===== src/rtl/cs_bus_pkg.sv =====
package cs_bus_pkg;

  typedef enum logic [2:0] {
    PH_IDLE,
    PH_ALE,
    PH_AHOLD,
    PH_SETUP,
    PH_STROBE,
    PH_POST,
    PH_RECOVER
  } phaseT;

  // strobes from control to datapath, describing the next bus cycle
  typedef struct packed {
    logic ale;
    logic csN;
    logic dsN;
    logic rnw;
    logic driveAddr;
    logic driveData;
    logic load;
    logic capture;
  } busCtrlT;

  function automatic int nsToCyc(input int ns, input int clkNs);
    return (ns + clkNs - 1) / clkNs;
  endfunction

  function automatic int maxOf(input int a, input int b);
    return (a > b) ? a : b;
  endfunction

  function automatic int atLeastOne(input int v);
    return (v < 1) ? 1 : v;
  endfunction

endpackage


===== src/rtl/cs_bus_ctrl.sv =====
module cs_bus_ctrl
  import cs_bus_pkg::*;
#(
  parameter int ALE_CYC    = 1,
  parameter int HOLD_CYC   = 1,
  parameter int SETUP_CYC  = 1,
  parameter int STROBE_CYC = 4,
  parameter int POST_CYC   = 1,
  parameter int TURN_CYC   = 1,
  parameter int REC_CYC    = 8
) (
  input  logic    clk,
  input  logic    rstN,
  input  logic    reqValid,
  input  logic    reqWrite,
  output logic    reqReady,
  output busCtrlT ctrlNext
);

  localparam int REC_W_LEN = REC_CYC;
  localparam int REC_R_LEN = REC_CYC + TURN_CYC;
  localparam int MAX_LEN = maxOf(maxOf(maxOf(ALE_CYC, HOLD_CYC), maxOf(SETUP_CYC, STROBE_CYC)),
                                 maxOf(POST_CYC, REC_R_LEN));
  localparam int CNT_W = $clog2(MAX_LEN + 1);

  phaseT phaseQ, phaseN;
  logic [CNT_W-1:0] cntQ, cntN;
  logic writeQ, writeN;
  logic accept;
  logic lastCyc;

  assign accept   = reqValid && (phaseQ == PH_IDLE);
  assign reqReady = (phaseQ == PH_IDLE);
  assign lastCyc  = (cntQ == '0);
  assign writeN   = accept ? reqWrite : writeQ;

  // phase sequencing with a per-phase down counter
  always_comb begin
    phaseN = phaseQ;
    cntN   = cntQ;
    if (phaseQ != PH_IDLE && !lastCyc) begin
      cntN = cntQ - 1'b1;
    end else begin
      unique case (phaseQ)
        PH_IDLE: if (reqValid) begin
          phaseN = PH_ALE;
          cntN   = CNT_W'(ALE_CYC - 1);
        end
        PH_ALE: begin
          phaseN = PH_AHOLD;
          cntN   = CNT_W'(HOLD_CYC - 1);
        end
        PH_AHOLD: begin
          phaseN = PH_SETUP;
          cntN   = CNT_W'(SETUP_CYC - 1);
        end
        PH_SETUP: begin
          phaseN = PH_STROBE;
          cntN   = CNT_W'(STROBE_CYC - 1);
        end
        PH_STROBE: begin
          phaseN = PH_POST;
          cntN   = CNT_W'(POST_CYC - 1);
        end
        PH_POST: begin
          phaseN = PH_RECOVER;
          cntN   = writeQ ? CNT_W'(REC_W_LEN - 1) : CNT_W'(REC_R_LEN - 1);
        end
        PH_RECOVER: begin
          phaseN = PH_IDLE;
          cntN   = '0;
        end
        default: begin
          phaseN = PH_IDLE;
          cntN   = '0;
        end
      endcase
    end
  end

  // pin decode for the phase about to be entered
  always_comb begin
    ctrlNext.ale       = 1'b0;
    ctrlNext.csN       = 1'b1;
    ctrlNext.dsN       = 1'b1;
    ctrlNext.rnw       = 1'b1;
    ctrlNext.driveAddr = 1'b0;
    ctrlNext.driveData = 1'b0;
    ctrlNext.load      = accept;
    ctrlNext.capture   = (phaseQ == PH_STROBE) && lastCyc;
    unique case (phaseN)
      PH_ALE: begin
        ctrlNext.ale       = 1'b1;
        ctrlNext.driveAddr = 1'b1;
      end
      PH_AHOLD: begin
        ctrlNext.driveAddr = 1'b1;
        ctrlNext.rnw       = !writeN;
      end
      PH_SETUP: begin
        ctrlNext.csN       = 1'b0;
        ctrlNext.rnw       = !writeN;
        ctrlNext.driveData = writeN;
      end
      PH_STROBE: begin
        ctrlNext.csN       = 1'b0;
        ctrlNext.dsN       = 1'b0;
        ctrlNext.rnw       = !writeN;
        ctrlNext.driveData = writeN;
      end
      PH_POST: begin
        ctrlNext.rnw       = !writeN;
        ctrlNext.driveData = writeN;
      end
      default: ;
    endcase
  end

  always_ff @(posedge clk or negedge rstN) begin
    if (!rstN) begin
      phaseQ <= PH_IDLE;
      cntQ   <= '0;
      writeQ <= 1'b0;
    end else begin
      phaseQ <= phaseN;
      cntQ   <= cntN;
      writeQ <= writeN;
    end
  end


  // no new acceptance may occur while an access runs
  busy_no_accept_chk: assert property (@(posedge clk) disable iff (!rstN)
    (phaseQ == PH_STROBE) |=> (phaseQ != PH_ALE));

endmodule


===== src/rtl/cs_bus_dpath.sv =====
module cs_bus_dpath
  import cs_bus_pkg::*;
#(
  parameter int DW = 8
) (
  input  logic          clk,
  input  logic          rstN,
  input  busCtrlT       ctrlNext,
  input  logic [DW-1:0] reqAddr,
  input  logic [DW-1:0] reqWdata,
  input  logic [DW-1:0] busDin,
  output logic          doneValid,
  output logic [DW-1:0] doneData,
  output logic          busAle,
  output logic          busCsN,
  output logic          busDsN,
  output logic          busRnw,
  output logic [DW-1:0] busDout,
  output logic          busDoe
);

  logic [DW-1:0] addrQ;
  logic [DW-1:0] dataQ;
  logic [DW-1:0] doutNext;

  always_comb begin
    if (ctrlNext.driveAddr)      doutNext = ctrlNext.load ? reqAddr : addrQ;
    else if (ctrlNext.driveData) doutNext = dataQ;
    else                         doutNext = '0;
  end

  always_ff @(posedge clk or negedge rstN) begin
    if (!rstN) begin
      busAle    <= 1'b0;
      busCsN    <= 1'b1;
      busDsN    <= 1'b1;
      busRnw    <= 1'b1;
      busDoe    <= 1'b0;
      busDout   <= '0;
      addrQ     <= '0;
      dataQ     <= '0;
      doneValid <= 1'b0;
      doneData  <= '0;
    end else begin
      busAle    <= ctrlNext.ale;
      busCsN    <= ctrlNext.csN;
      busDsN    <= ctrlNext.dsN;
      busRnw    <= ctrlNext.rnw;
      busDoe    <= ctrlNext.driveAddr | ctrlNext.driveData;
      busDout   <= doutNext;
      doneValid <= ctrlNext.capture;
      if (ctrlNext.load) begin
        addrQ <= reqAddr;
        dataQ <= reqWdata;
      end
      if (ctrlNext.capture && busRnw) doneData <= busDin;
    end
  end


  ale_drives_bus_chk: assert property (@(posedge clk) disable iff (!rstN)
    busAle |-> busDoe);


  rnw_settled_chk: assert property (@(posedge clk) disable iff (!rstN)
    $fell(busDsN) |-> $stable(busRnw));


  cs_encloses_ds_chk: assert property (@(posedge clk) disable iff (!rstN)
    !busDsN |-> !busCsN);


  write_hold_chk: assert property (@(posedge clk) disable iff (!rstN)
    ($rose(busDsN) && !busRnw) |-> busDoe);


  done_at_ds_rise_chk: assert property (@(posedge clk) disable iff (!rstN)
    doneValid |-> $rose(busDsN));


  no_read_contention_chk: assert property (@(posedge clk) disable iff (!rstN)
    (!busDsN && busRnw) |-> !busDoe);

endmodule


===== src/rtl/cs_bus_master.sv =====
module cs_bus_master
  import cs_bus_pkg::*;
#(
  parameter int DW            = 8,
  parameter int CLK_NS        = 20,
  parameter int ALE_HIGH_NS   = 20,
  parameter int ADDR_SETUP_NS = 15,
  parameter int ADDR_HOLD_NS  = 8,
  parameter int ALE_TO_DS_NS  = 15,
  parameter int RNW_SETUP_NS  = 8,
  parameter int RNW_HOLD_NS   = 8,
  parameter int STROBE_NS     = 65,
  parameter int DATA_HOLD_NS  = 8,
  parameter int TURN_NS       = 20,
  parameter int RECOVER_NS    = 150
) (
  input  logic          clk,
  input  logic          rstN,
  input  logic          reqValid,
  input  logic          reqWrite,
  input  logic [DW-1:0] reqAddr,
  input  logic [DW-1:0] reqWdata,
  output logic          reqReady,
  output logic          doneValid,
  output logic [DW-1:0] doneData,
  output logic          busAle,
  output logic          busCsN,
  output logic          busDsN,
  output logic          busRnw,
  output logic [DW-1:0] busDout,
  output logic          busDoe,
  input  logic [DW-1:0] busDin
);

  localparam int ALE_CYC    = atLeastOne(nsToCyc(maxOf(ALE_HIGH_NS, ADDR_SETUP_NS), CLK_NS));
  localparam int HOLD_CYC   = atLeastOne(nsToCyc(ADDR_HOLD_NS, CLK_NS));
  localparam int SETUP_CYC  = atLeastOne(maxOf(nsToCyc(ALE_TO_DS_NS, CLK_NS) - HOLD_CYC,
                                               nsToCyc(RNW_SETUP_NS, CLK_NS) - HOLD_CYC));
  localparam int STROBE_CYC = atLeastOne(nsToCyc(STROBE_NS, CLK_NS));
  localparam int POST_CYC   = atLeastOne(nsToCyc(maxOf(RNW_HOLD_NS, DATA_HOLD_NS), CLK_NS));
  localparam int TURN_CYC   = nsToCyc(TURN_NS, CLK_NS);
  localparam int REC_CYC    = atLeastOne(nsToCyc(RECOVER_NS, CLK_NS));

  busCtrlT ctrlNext;

  cs_bus_ctrl #(
    .ALE_CYC   (ALE_CYC),
    .HOLD_CYC  (HOLD_CYC),
    .SETUP_CYC (SETUP_CYC),
    .STROBE_CYC(STROBE_CYC),
    .POST_CYC  (POST_CYC),
    .TURN_CYC  (TURN_CYC),
    .REC_CYC   (REC_CYC)
  ) u_ctrl (
    .clk     (clk),
    .rstN    (rstN),
    .reqValid(reqValid),
    .reqWrite(reqWrite),
    .reqReady(reqReady),
    .ctrlNext(ctrlNext)
  );

  cs_bus_dpath #(
    .DW(DW)
  ) u_dpath (
    .clk      (clk),
    .rstN     (rstN),
    .ctrlNext (ctrlNext),
    .reqAddr  (reqAddr),
    .reqWdata (reqWdata),
    .busDin   (busDin),
    .doneValid(doneValid),
    .doneData (doneData),
    .busAle   (busAle),
    .busCsN   (busCsN),
    .busDsN   (busDsN),
    .busRnw   (busRnw),
    .busDout  (busDout),
    .busDoe   (busDoe)
  );

endmodule


===== config.mk =====
export PLATFORM = sky130hd
export DESIGN_NAME = cs_bus_master
export DESIGN_NICKNAME = d
export VERILOG_FILES = /design/src/rtl/cs_bus_pkg.sv /design/src/rtl/cs_bus_ctrl.sv /design/src/rtl/cs_bus_dpath.sv /design/src/rtl/cs_bus_master.sv
export SDC_FILE = /design/constraint.sdc
export NUM_CORES = 1
export LEC_CHECK = 0
export ABC_AREA = 1
export CAP_MARGIN = 20
export CORE_MARGIN = 4
export CORE_UTILIZATION = 45
export CTS_CLUSTER_SIZE = 30
export DETAILED_ROUTE_END_ITERATION = 7
export GPL_TIMING_DRIVEN = 0
export PLACE_DENSITY = 0.75
export SLEW_MARGIN = 20
export SYNTH_ARGS = -nofsm -noshare
export SYNTH_HDL_FRONTEND = slang
export SYNTH_SLANG_ARGS = --single-unit

===== constraint.sdc =====
create_clock -name clk -period 3.3 [get_ports clk]
set_input_delay 0.66 -clock clk [delete_from_list [all_inputs] [get_ports clk]]
set_output_delay 0.66 -clock clk [all_outputs]
set_load 0.05 [all_outputs]

==> run_results.csv, run 1 <==
group,metric,value,unit
status,status,"complete, no violations",
synthesis,syn_avg_cell_area,9.88,µm²
place,dpl_cell_area,2550,µm²
synthesis,synth_nets,228,
die,placementRows,23,
sta,hold_viol,0,
global_routing,grt_pass1_wl,6810,µm
global_routing,grt_max_degree,25,
route,drt-pass1-iter-count,4,
die,start_util,47.8,%
route,drc,0,
synthesis,netlist_area,1970,µm²
global_routing,grt_use_total,16.2,%
route,wl,4010,µm
critical_path,ff2ff_setup_slack,1.56,ns
power,irDropWorstVdd,0.465,mV
global_routing,grt_pass1_vias,1509,
layout,multi_input_area,747,µm²
clock_tree,h-tree-depth,2,
clock_tree,clk_latency,0.30,ns
critical_path,cp-start-kind,"register",
critical_path,max_stage_delay,0.79,ns
synthesis,synth_warnings,0,
sta,slew_headroom,64.1,%
die,die-area,5490,µm²
synthesis,ys_ff_latch,46,
clock_tree,cts_resized,0,
sta,period_needed,2.57,ns
critical_path,endpoint_kind,"primary output",
clock_tree,cts_tree,"built",
sta,max_freq,389,MHz
sta,report.final.setup_viol,0,
synthesis,async_reset_ff_share,100,%
sta,slew_viol_final,0,
layout,drive_above_1_share,15.5,%
synthesis,seq_area_frac_synth,58.7,%
sta,finalSetupTns,0,ns
flow_run,drv_cap,0,
layout,fin_area,2660,µm²
layout,seqCellArea,1150,µm²
clock_tree,postCtsSetupRepairBufs,0,
global_routing,overflow,0,
clock_tree,cts_made_buffers,5,
critical_path,crit_arrival,1.91,ns
layout,area_growth,35.4,%
clock_tree,holdBufCountCts,0,
die,core,4120,µm²
layout,fillers,333,
synthesis,synth_cells,199,
die,die_h,74.1,µm
sta,fin_skew,0.0126,ns
clock_tree,clockBufferDepth,2,
critical_path,crit_fanout,6,
route,vias_per_cell,4.90,
clock_tree,cts.sinks,46,
power,p_leak,1.28,nW
critical_path,critPathRequiredTime,2.64,ns
route,vias,1510,
synthesis,synth_ff_type,"dfrtp_1",
critical_path,path_cells,"nor2_4, nand2_4, inv_1, clkdlybuf4s50_1",
sta,rsz0062_at_grt,"no",
place,io_buffers,50,
power,power_density,1140,nW/µm²
critical_path,crit_type,"register to primary output",
place,hpwlAfterDp,2950,µm
sta,tightest_slew,0.538,ns
route,detail-route-antenna-nets,0,
route,wl_per_cell,13.0,µm
die,die-width,74.1,µm
clock_tree,cts_root_buffer,"clkbuf_8",
worst_hold_path,hold_path.class,"input pin to async pin",
die,pin_count,51,
layout,antenna_cells,0,
route,initialDrtViolationCount,80,
global_routing,antenna_found_initial,0,
synthesis,synth_edf_count,0,
clock_tree,clk_pin_slew,0.09,ns
place,gp_congestion,0.730,
critical_path,slowest_stage,"clkdlybuf4s50_1",
layout,layout.nets,286,
synthesis,ys_types,24,
sta,period_share,77.8,%
[cell usage after synthesis (3+ instances only)]
master    count  area [µm²]
nand2_4       4        45.0
mux2_2        8        90.1
nor2_4        3        33.8
nor2_1        4        15.0
dfstp_2       3        78.8
nand3_1      11        55.1
nand2_2       6        37.5
nand4_1      10        62.6
nand2_1      80         300
o211ai_1      3        22.5
dfrtp_1      43        1080
inv_1        12        45.0
[power by group]
group	leakage, nW	switching [W]	total, W	internal [W]
clock	0.0514	0.000186	0.000412	0.000226
sequential	0.567	0.000127	0.000961	0.000834
combinational	0.658	0.00111	0.00167	0.000557
[final cells by class]
type	count	area share [%]
clock buffer	6	2.73
timing repair buffer	51	19.6
clock inverter	2	1.41
tap	50	2.35
multi-input combinational	137	28.1
sequential	46	43.4
inverter	13	1.83
buffer	3	0.611
[through the flow]
| stage | std cells | hold slack (ns) | setup slack [ns] | utilization [%] | power, W |
|---|---|---|---|---|---|
| after floorplan | 199 | 0.364 | 1.64 | - | 0.00217 |
| after global placement | 299 | 0.461 | 0.328 | 61.5 | 0.00262 |
| after detailed placement | 300 | 0.463 | 1.06 | 62.0 | 0.00266 |
| after CTS | 308 | 0.353 | 0.718 | 64.7 | 0.00307 |
| after global routing | 308 | 0.373 | 0.651 | 64.7 | 0.00326 |
| final | 308 | 0.342 | 0.732 | 64.7 | 0.00304 |
[worst max-delay path, delay by kind of cell, from the launching register on]
| kind | cells | cell delay, ns |
|---|---|---|
| buf+inv | 2 | 0.85 |
| flops | 1 | 0.48 |
| simple gates | 2 | 0.28 |
[final timing paths]
check | to | startpoint | cells after the start
max | reqReady | u_ctrl.phaseQ[1]$_DFF_PN0_ | 4
min | u_dpath.addrQ[1]$_DFF_PN0_ | rstN | 1
max reg2reg | u_dpath.busDout[5]$_DFF_PN0_ | u_ctrl.cntQ[0]$_DFFE_PN0P_ | 10
min reg2reg | u_dpath.addrQ[2]$_DFF_PN0_ | u_dpath.addrQ[2]$_DFF_PN0_ | 2
max in group asynchronous | u_dpath.busCsN$_DFF_PN1_ | rstN | 2
min in group clk | u_dpath.addrQ[2]$_DFF_PN0_ | u_dpath.addrQ[2]$_DFF_PN0_ | 2
[state kept, by name (all words and copies together) (netlist names)]
name / cells
u_dpath.busDsN: 1
u_dpath.doneData: 8
u_ctrl.phaseQ: 3
u_dpath.busDout: 8
u_dpath.busRnw: 1
u_dpath.busAle: 1
u_dpath.busDoe: 1
u_ctrl.cntQ: 4
u_dpath.busCsN: 1
u_dpath.addrQ: 8
u_dpath.dataQ: 8
u_ctrl.writeQ: 1
u_dpath.doneValid: 1
[routing by layer]
metal | track usage, % | routed length [µm] | up-vias
met5 | 0 | 0 | -
met4 | 4.83 | 23 | 0
met3 | 4.59 | 250 | 2
met2 | 27.9 | 2000 | 41
met1 | 19.9 | 1730 | 711
li1 | - | - | 756
[cell usage in the layout (no fill, tap or decap), drive strengths merged, types with 3 or more instances in the layout]
| master | count |
|---|---|
| nand2 | 90 |
| o211ai | 3 |
| dfstp | 3 |
| nor2 | 8 |
| nand4 | 10 |
| inv | 13 |
| nand3 | 12 |
| clkdlybuf4s50 | 49 |
| mux2 | 8 |
| buf | 4 |
| clkbuf | 7 |
| dfrtp | 43 |
[kinds of logic (layout without fill, tap and decap cells)]
kind of cell             Yosys count  count (layout)  share of synthesized area, %
flip-flops                        46              46                          58.7
adder cells (fa/ha/maj)            1               1                         0.636
XOR/XNOR                           1               1                         0.445
AND/OR/NAND/NOR                  121             121                          29.5
multiplexers                       8               8                          4.58
AO/OA/AOI/OAI                      6               6                          2.86
buffers and inverters             16              75                          3.31
Power figures use the tool's default switching activity.
==> inputs of run 2 (changes only) <==
--- a/config.mk
+++ b/config.mk
@@ -8,7 +8,7 @@
 export ABC_AREA = 1
 export CAP_MARGIN = 20
 export CORE_MARGIN = 4
-export CORE_UTILIZATION = 45
+export CORE_UTILIZATION = 43
 export CTS_CLUSTER_SIZE = 30
 export DETAILED_ROUTE_END_ITERATION = 7
 export GPL_TIMING_DRIVEN = 0
==> constraint.sdc (replaced) <==
create_clock -name clk -period 2.2 [get_ports clk]
set_input_delay 0.44 -clock clk [delete_from_list [all_inputs] [get_ports clk]]
set_output_delay 0.44 -clock clk [all_outputs]
set_load 0.05 [all_outputs]
==> run_results.csv, run 2 (same netlist as run 1, synthesis figures left out) <==
group,metric,value,unit
power,p_total,0.00445,W
layout,antenna_cells,0,
sta,fin_skew,0.00555,ns
global_routing,grt_max_degree,27,
sta,tightest_slew,0.507,ns
die,die-area,5720,µm²
route,vias,1516,
power,irDropWorstVdd,0.757,mV
place,dpl_cell_area,2550,µm²
layout,drive_above_1_share,15.5,%
clock_tree,cts.sinks,46,
sta,report.final.setup_viol,0,
clock_tree,cts_resized,1,
layout,layout.nets,286,
sta,hold_viol,0,
route,drt-pass1-iter-count,4,
clock_tree,clk_latency,0.29,ns
power,power_density,1690,nW/µm²
layout,final_cell_mix,"nand2_1, clkdlybuf4s50_1, dfrtp_1, inv_1, nand3_1",
clock_tree,holdBufCountCts,0,
route,wl,3920,µm
clock_tree,clk_pin_slew,0.08,ns
die,pin_count,51,
die,core,4380,µm²
place,hpwlAfterDp,2980,µm
sta,period_needed,2.07,ns
sta,slew_viol_final,0,
route,drc,0,
global_routing,antenna_found_initial,0,
power,p_leak,1.27,nW
die,die-width,75.6,µm
place,gp_congestion,0.769,
flow_run,drv_cap,0,
critical_path,max_stage_delay,0.80,ns
clock_tree,postCtsSetupRepairBufs,0,
critical_path,cp-start-kind,"register",
layout,area_growth,34.1,%
critical_path,crit_type,"register to primary output",
critical_path,path_cells,"clkdlybuf4s50_1",
layout,finalNonFillerCells,310,
place,place_inst,302,
place,io_buffers,50,
clock_tree,cts_tree,"built",
global_routing,grt_pass1_wl,7040,µm
layout,fin_area,2640,µm²
critical_path,endpoint_kind,"primary output",
route,detail-route-antenna-nets,0,
clock_tree,clockBufferDepth,2,
clock_tree,h-tree-depth,2,
critical_path,critPathTopFamily,"buffers and inverters",
die,placementRows,24,
global_routing,grt_pass1_vias,1626,
critical_path,critPathRequiredTime,1.76,ns
die,die_h,75.6,µm
critical_path,crit_arrival,1.63,ns
sta,max_freq,483,MHz
global_routing,overflow,0,
route,initialDrtViolationCount,85,
route,wl_per_cell,12.6,µm
sta,rsz0062_at_grt,"no",
sta,slew_headroom,66.1,%
sta,period_share,94.1,%
sta,holdWs,0.0953,ns
critical_path,crit_buf_inv,1,
clock_tree,cts_made_buffers,5,
layout,final_common_cell,"nand2_1",
critical_path,crit_fanout,2,
global_routing,grt_use_total,16.4,%
die,start_util,44.9,%
status,status,"complete, no violations",
clock_tree,cts_root_buffer,"clkbuf_8",
worst_hold_path,hold_path.class,"input pin to async pin",
critical_path,slowest_stage,"clkdlybuf4s50_1",
route,vias_per_cell,4.89,
[run 2: report_power, final]
| part | internal [W] | total, W | switching (W) |
|---|---|---|---|
| sequential | 0.00125 | 0.00145 | 0.000196 |
| clock | 0.000253 | 0.000516 | 0.000262 |
| combinational | 0.000829 | 0.00249 | 0.00166 |
[run 2: area by class of cell]
type                            count  area, µm²
Buffer                              3       16.3
Clock buffer                        7       86.3
Clock inverter                      1       5.00
Fill cell                         371       1750
Inverter                           13       48.8
Multi-Input combinational cell    137        747
Sequential cell                    46       1150
Tap cell                           52       65.1
Timing Repair Buffer               51        514
[run 2: worst paths after layout]
path | from | to | slack, ns | cells after the start
max in group asynchronous | rstN | u_dpath.addrQ[6]$_DFF_PN0_ | 1.62 | 2
worst max register to register | u_ctrl.cntQ[0]$_DFFE_PN0P_ | u_dpath.busDout[1]$_DFF_PN0_ | 0.45 | 11
worst min-delay path | rstN | u_dpath.busDout[4]$_DFF_PN0_ | 0.1 | 1
worst min register to register | u_dpath.addrQ[3]$_DFF_PN0_ | u_dpath.addrQ[3]$_DFF_PN0_ | 0.48 | 2
min in group clk | u_dpath.addrQ[3]$_DFF_PN0_ | u_dpath.addrQ[3]$_DFF_PN0_ | 0.48 | 2
worst max-delay path | u_dpath.busRnw$_DFF_PN1_ | busRnw | 0.13 | 1
[run 2: metrics by stage]
stage	utilization [%]	setup slack (ns)	TNS, ns
4_1_cts	60.2	0.107	0
2_1_floorplan	-	0.687	0
3_5_place_dp	58.1	0.174	0
5_1_grt	60.2	0.0112	0
6_report	60.2	0.130	0
3_3_place_gp	57.8	-0.521	-22.56
[run 2: layer usage]
layer	track usage (%)	part of all wire [%]	wire length [µm]	vias to the layer above
met4	6.02	1.5	57	0
met5	0	0	0	-
met2	27.7	47	1860	38
met3	4.35	5.4	211	6
met1	20.2	46	1790	717
li1	-	-	-	755
==> inputs of run 3 (changes only) <==
--- a/config.mk
+++ b/config.mk
@@ -8,7 +8,7 @@
 export ABC_AREA = 1
 export CAP_MARGIN = 20
 export CORE_MARGIN = 4
-export CORE_UTILIZATION = 43
+export CORE_UTILIZATION = 45
 export CTS_CLUSTER_SIZE = 30
 export DETAILED_ROUTE_END_ITERATION = 7
 export GPL_TIMING_DRIVEN = 0
==> constraint.sdc (replaced) <==
create_clock -name clk -period 2 [get_ports clk]
set_input_delay 0.4 -clock clk [delete_from_list [all_inputs] [get_ports clk]]
set_output_delay 0.4 -clock clk [all_outputs]
set_load 0.05 [all_outputs]
==> run_results.csv, run 3 (same netlist as run 1, synthesis figures left out) <==
group,metric,value,unit
status,status,"complete, no violations",
sta,setup_slack,0.121,ns
route,drt-pass1-iter-count,4,
route,drc,0,
layout,layout.nets,286,
clock_tree,holdBufCountCts,0,
global_routing,grt_pass1_wl,6810,µm
critical_path,critPathRequiredTime,1.60,ns
worst_hold_path,hold_path.class,"input pin to async pin",
route,initialDrtViolationCount,80,
critical_path,crit_arrival,1.48,ns
clock_tree,cts_root_buffer,"clkbuf_8",
sta,finalSetupTns,0,ns
clock_tree,cts_made_buffers,5,
route,detail-route-antenna-nets,0,
layout,drive_above_1_share,15.9,%
flow_run,drv_cap,0,
power,irDropWorstVdd,0.767,mV
global_routing,overflow,0,
sta,tightest_slew,0.538,ns
global_routing,grt_pass1_vias,1509,
sta,rsz0062_at_grt,"no",
die,start_util,47.8,%
critical_path,r2r_start,"u_ctrl.cntQ[0]$_DFFE_PN0P_",
layout,final_cell_mix,"nand2_1, clkdlybuf4s50_1, dfrtp_1, inv_1, nand3_1",
power,seq_power_share,31.7,%
layout,antenna_cells,0,
die,pin_count,51,
place,place_inst,300,
critical_path,ff2ff_setup_slack,0.26,ns
layout,area_growth,35.2,%
critical_path,path_cells,"nor2_4, nand2_4, inv_1, clkdlybuf4s15_2",
global_routing,grt_max_degree,25,
route,vias,1510,
place,pre_cts_ws,0.0155,ns
route,wl_per_cell,13.0,µm
sta,slew_viol_final,0,
critical_path,slowest_stage,"dfrtp_1",
power,combPwrFrac,54.7,%
power,p_sw_share,47.1,%
place,gp_congestion,0.730,
power,clock_power_share,13.6,%
clock_tree,clk_pin_slew,0.09,ns
clock_tree,clockBufferDepth,2,
power,p_sw,0.00235,W
sta,hold_viol,0,
critical_path,cp-start-kind,"register",
die,core,4120,µm²
sta,period_needed,1.88,ns
layout,finalNonFillerCells,308,
sta,report.final.setup_viol,0,
sta,max_freq,532,MHz
die,die-width,74.1,µm
clock_tree,h-tree-depth,2,
place,hpwlAfterDp,2950,µm
route,wl,4010,µm
die,placementRows,23,
place,io_buffers,50,
route,vias_per_cell,4.90,
power,p_leak,1.28,nW
clock_tree,postCtsSetupRepairBufs,0,
critical_path,r2r-end,"u_dpath.busDout[5]$_DFF_PN0_",
global_routing,grt_use_total,16.2,%
layout,final_common_cell,"nand2_1",
global_routing,antenna_found_initial,0,
clock_tree,cts_tree,"built",
power,internal-power,0.00265,W
clock_tree,clk_latency,0.30,ns
power,power_density,1880,nW/µm²
critical_path,max_stage_delay,0.48,ns
critical_path,crit_fanout,6,
critical_path,endpoint_kind,"primary output",
sta,fin_skew,0.0126,ns
die,die_h,74.1,µm
sta,period_share,93.9,%
critical_path,crit_type,"register to primary output",
clock_tree,cts.sinks,46,
critical_path,reg2reg_depth,10,
die,die-area,5490,µm²
sta,slew_headroom,64.1,%
[run 3: cell types whose count changed in the layout (fill, tap and decap cells not counted), sizes merged]
cell           before  now
clkdlybuf4s50      48   45
clkinv              1    0
clkbuf              8    7
clkdlybuf4s15       0    1
clkinvlp            0    1
bufinv              0    1
dlygate4sd2         1    3
[run 3: worst max-delay path by stage]
stage	startpoint	to	slack [ns]	cells after the start
after floorplan	u_ctrl.cntQ[0]$_DFFE_PN0P_	u_dpath.busDout[0]$_DFF_PN0_	0.49	11
after global placement	rstN	u_ctrl.cntQ[0]$_DFFE_PN0P_	-0.71	1
after detailed placement	u_ctrl.phaseQ[0]$_DFF_PN0_	reqReady	0.02	4
after CTS	u_ctrl.phaseQ[1]$_DFF_PN0_	reqReady	0.11	4
after global routing	u_ctrl.phaseQ[1]$_DFF_PN0_	reqReady	0.05	4
final	u_ctrl.phaseQ[1]$_DFF_PN0_	reqReady	0.12	4
[run 3: timing repair]
| action | CTS | global route |
|---|---|---|
| hold endpoints to repair | 0 | 0 |
| resized for setup | 6 | 0 |
| endpoints found under the setup margin | 4 | 0 |
[run 3: metal layers]
metal | vias up | GRT usage [%] | routed length (µm)
li1 | 756 | - | -
met5 | - | 0 | 0
met4 | 0 | 4.83 | 23
met3 | 2 | 4.59 | 251
met2 | 41 | 27.9 | 2000
met1 | 711 | 19.9 | 1730
[run 3: worst max-delay path, delay by kind of cell (launching register included)]
kind | cells | cell delay (ns)
buf+inv | 2 | 0.42
simple gates | 2 | 0.28
flops | 1 | 0.48
[run 3: through the flow]
step / hold WS (ns) / power (W) / util [%] / instance area, µm²
after floorplan: 0.104 / 0.00358 / - / 1970
after global placement: 0.461 / 0.00432 / 61.5 / 2530
after detailed placement: 0.415 / 0.00438 / 62.0 / 2550
after CTS: 0.0929 / 0.00505 / 64.6 / 2660
after global routing: 0.113 / 0.00536 / 64.6 / 2660
final: 0.0816 / 0.00500 / 64.6 / 2660
[run 3: power groups by stage]
stage	logic [W]	clock network, W	registers [W]
detailed placement	0.00278	0	0.00160
global placement	0.00273	0	0.00159
CTS	0.00277	0.000698	0.00159
finish	0.00273	0.000679	0.00159
floorplan	0.00137	0	0.00221
global route	0.00300	0.000735	0.00163
[run 3: layout make-up]
| class | instances | area, µm² |
|---|---|---|
| inverters | 13 | 48.8 |
| multi-input cells | 137 | 747 |
| fillers | 336 | 1460 |
| well taps | 50 | 62.6 |
| plain buffers | 3 | 16.3 |
| repair buffers | 51 | 520 |
| flip-flops and latches | 46 | 1150 |
| clock buffers | 6 | 72.6 |
| clock inverters | 2 | 37.5 |
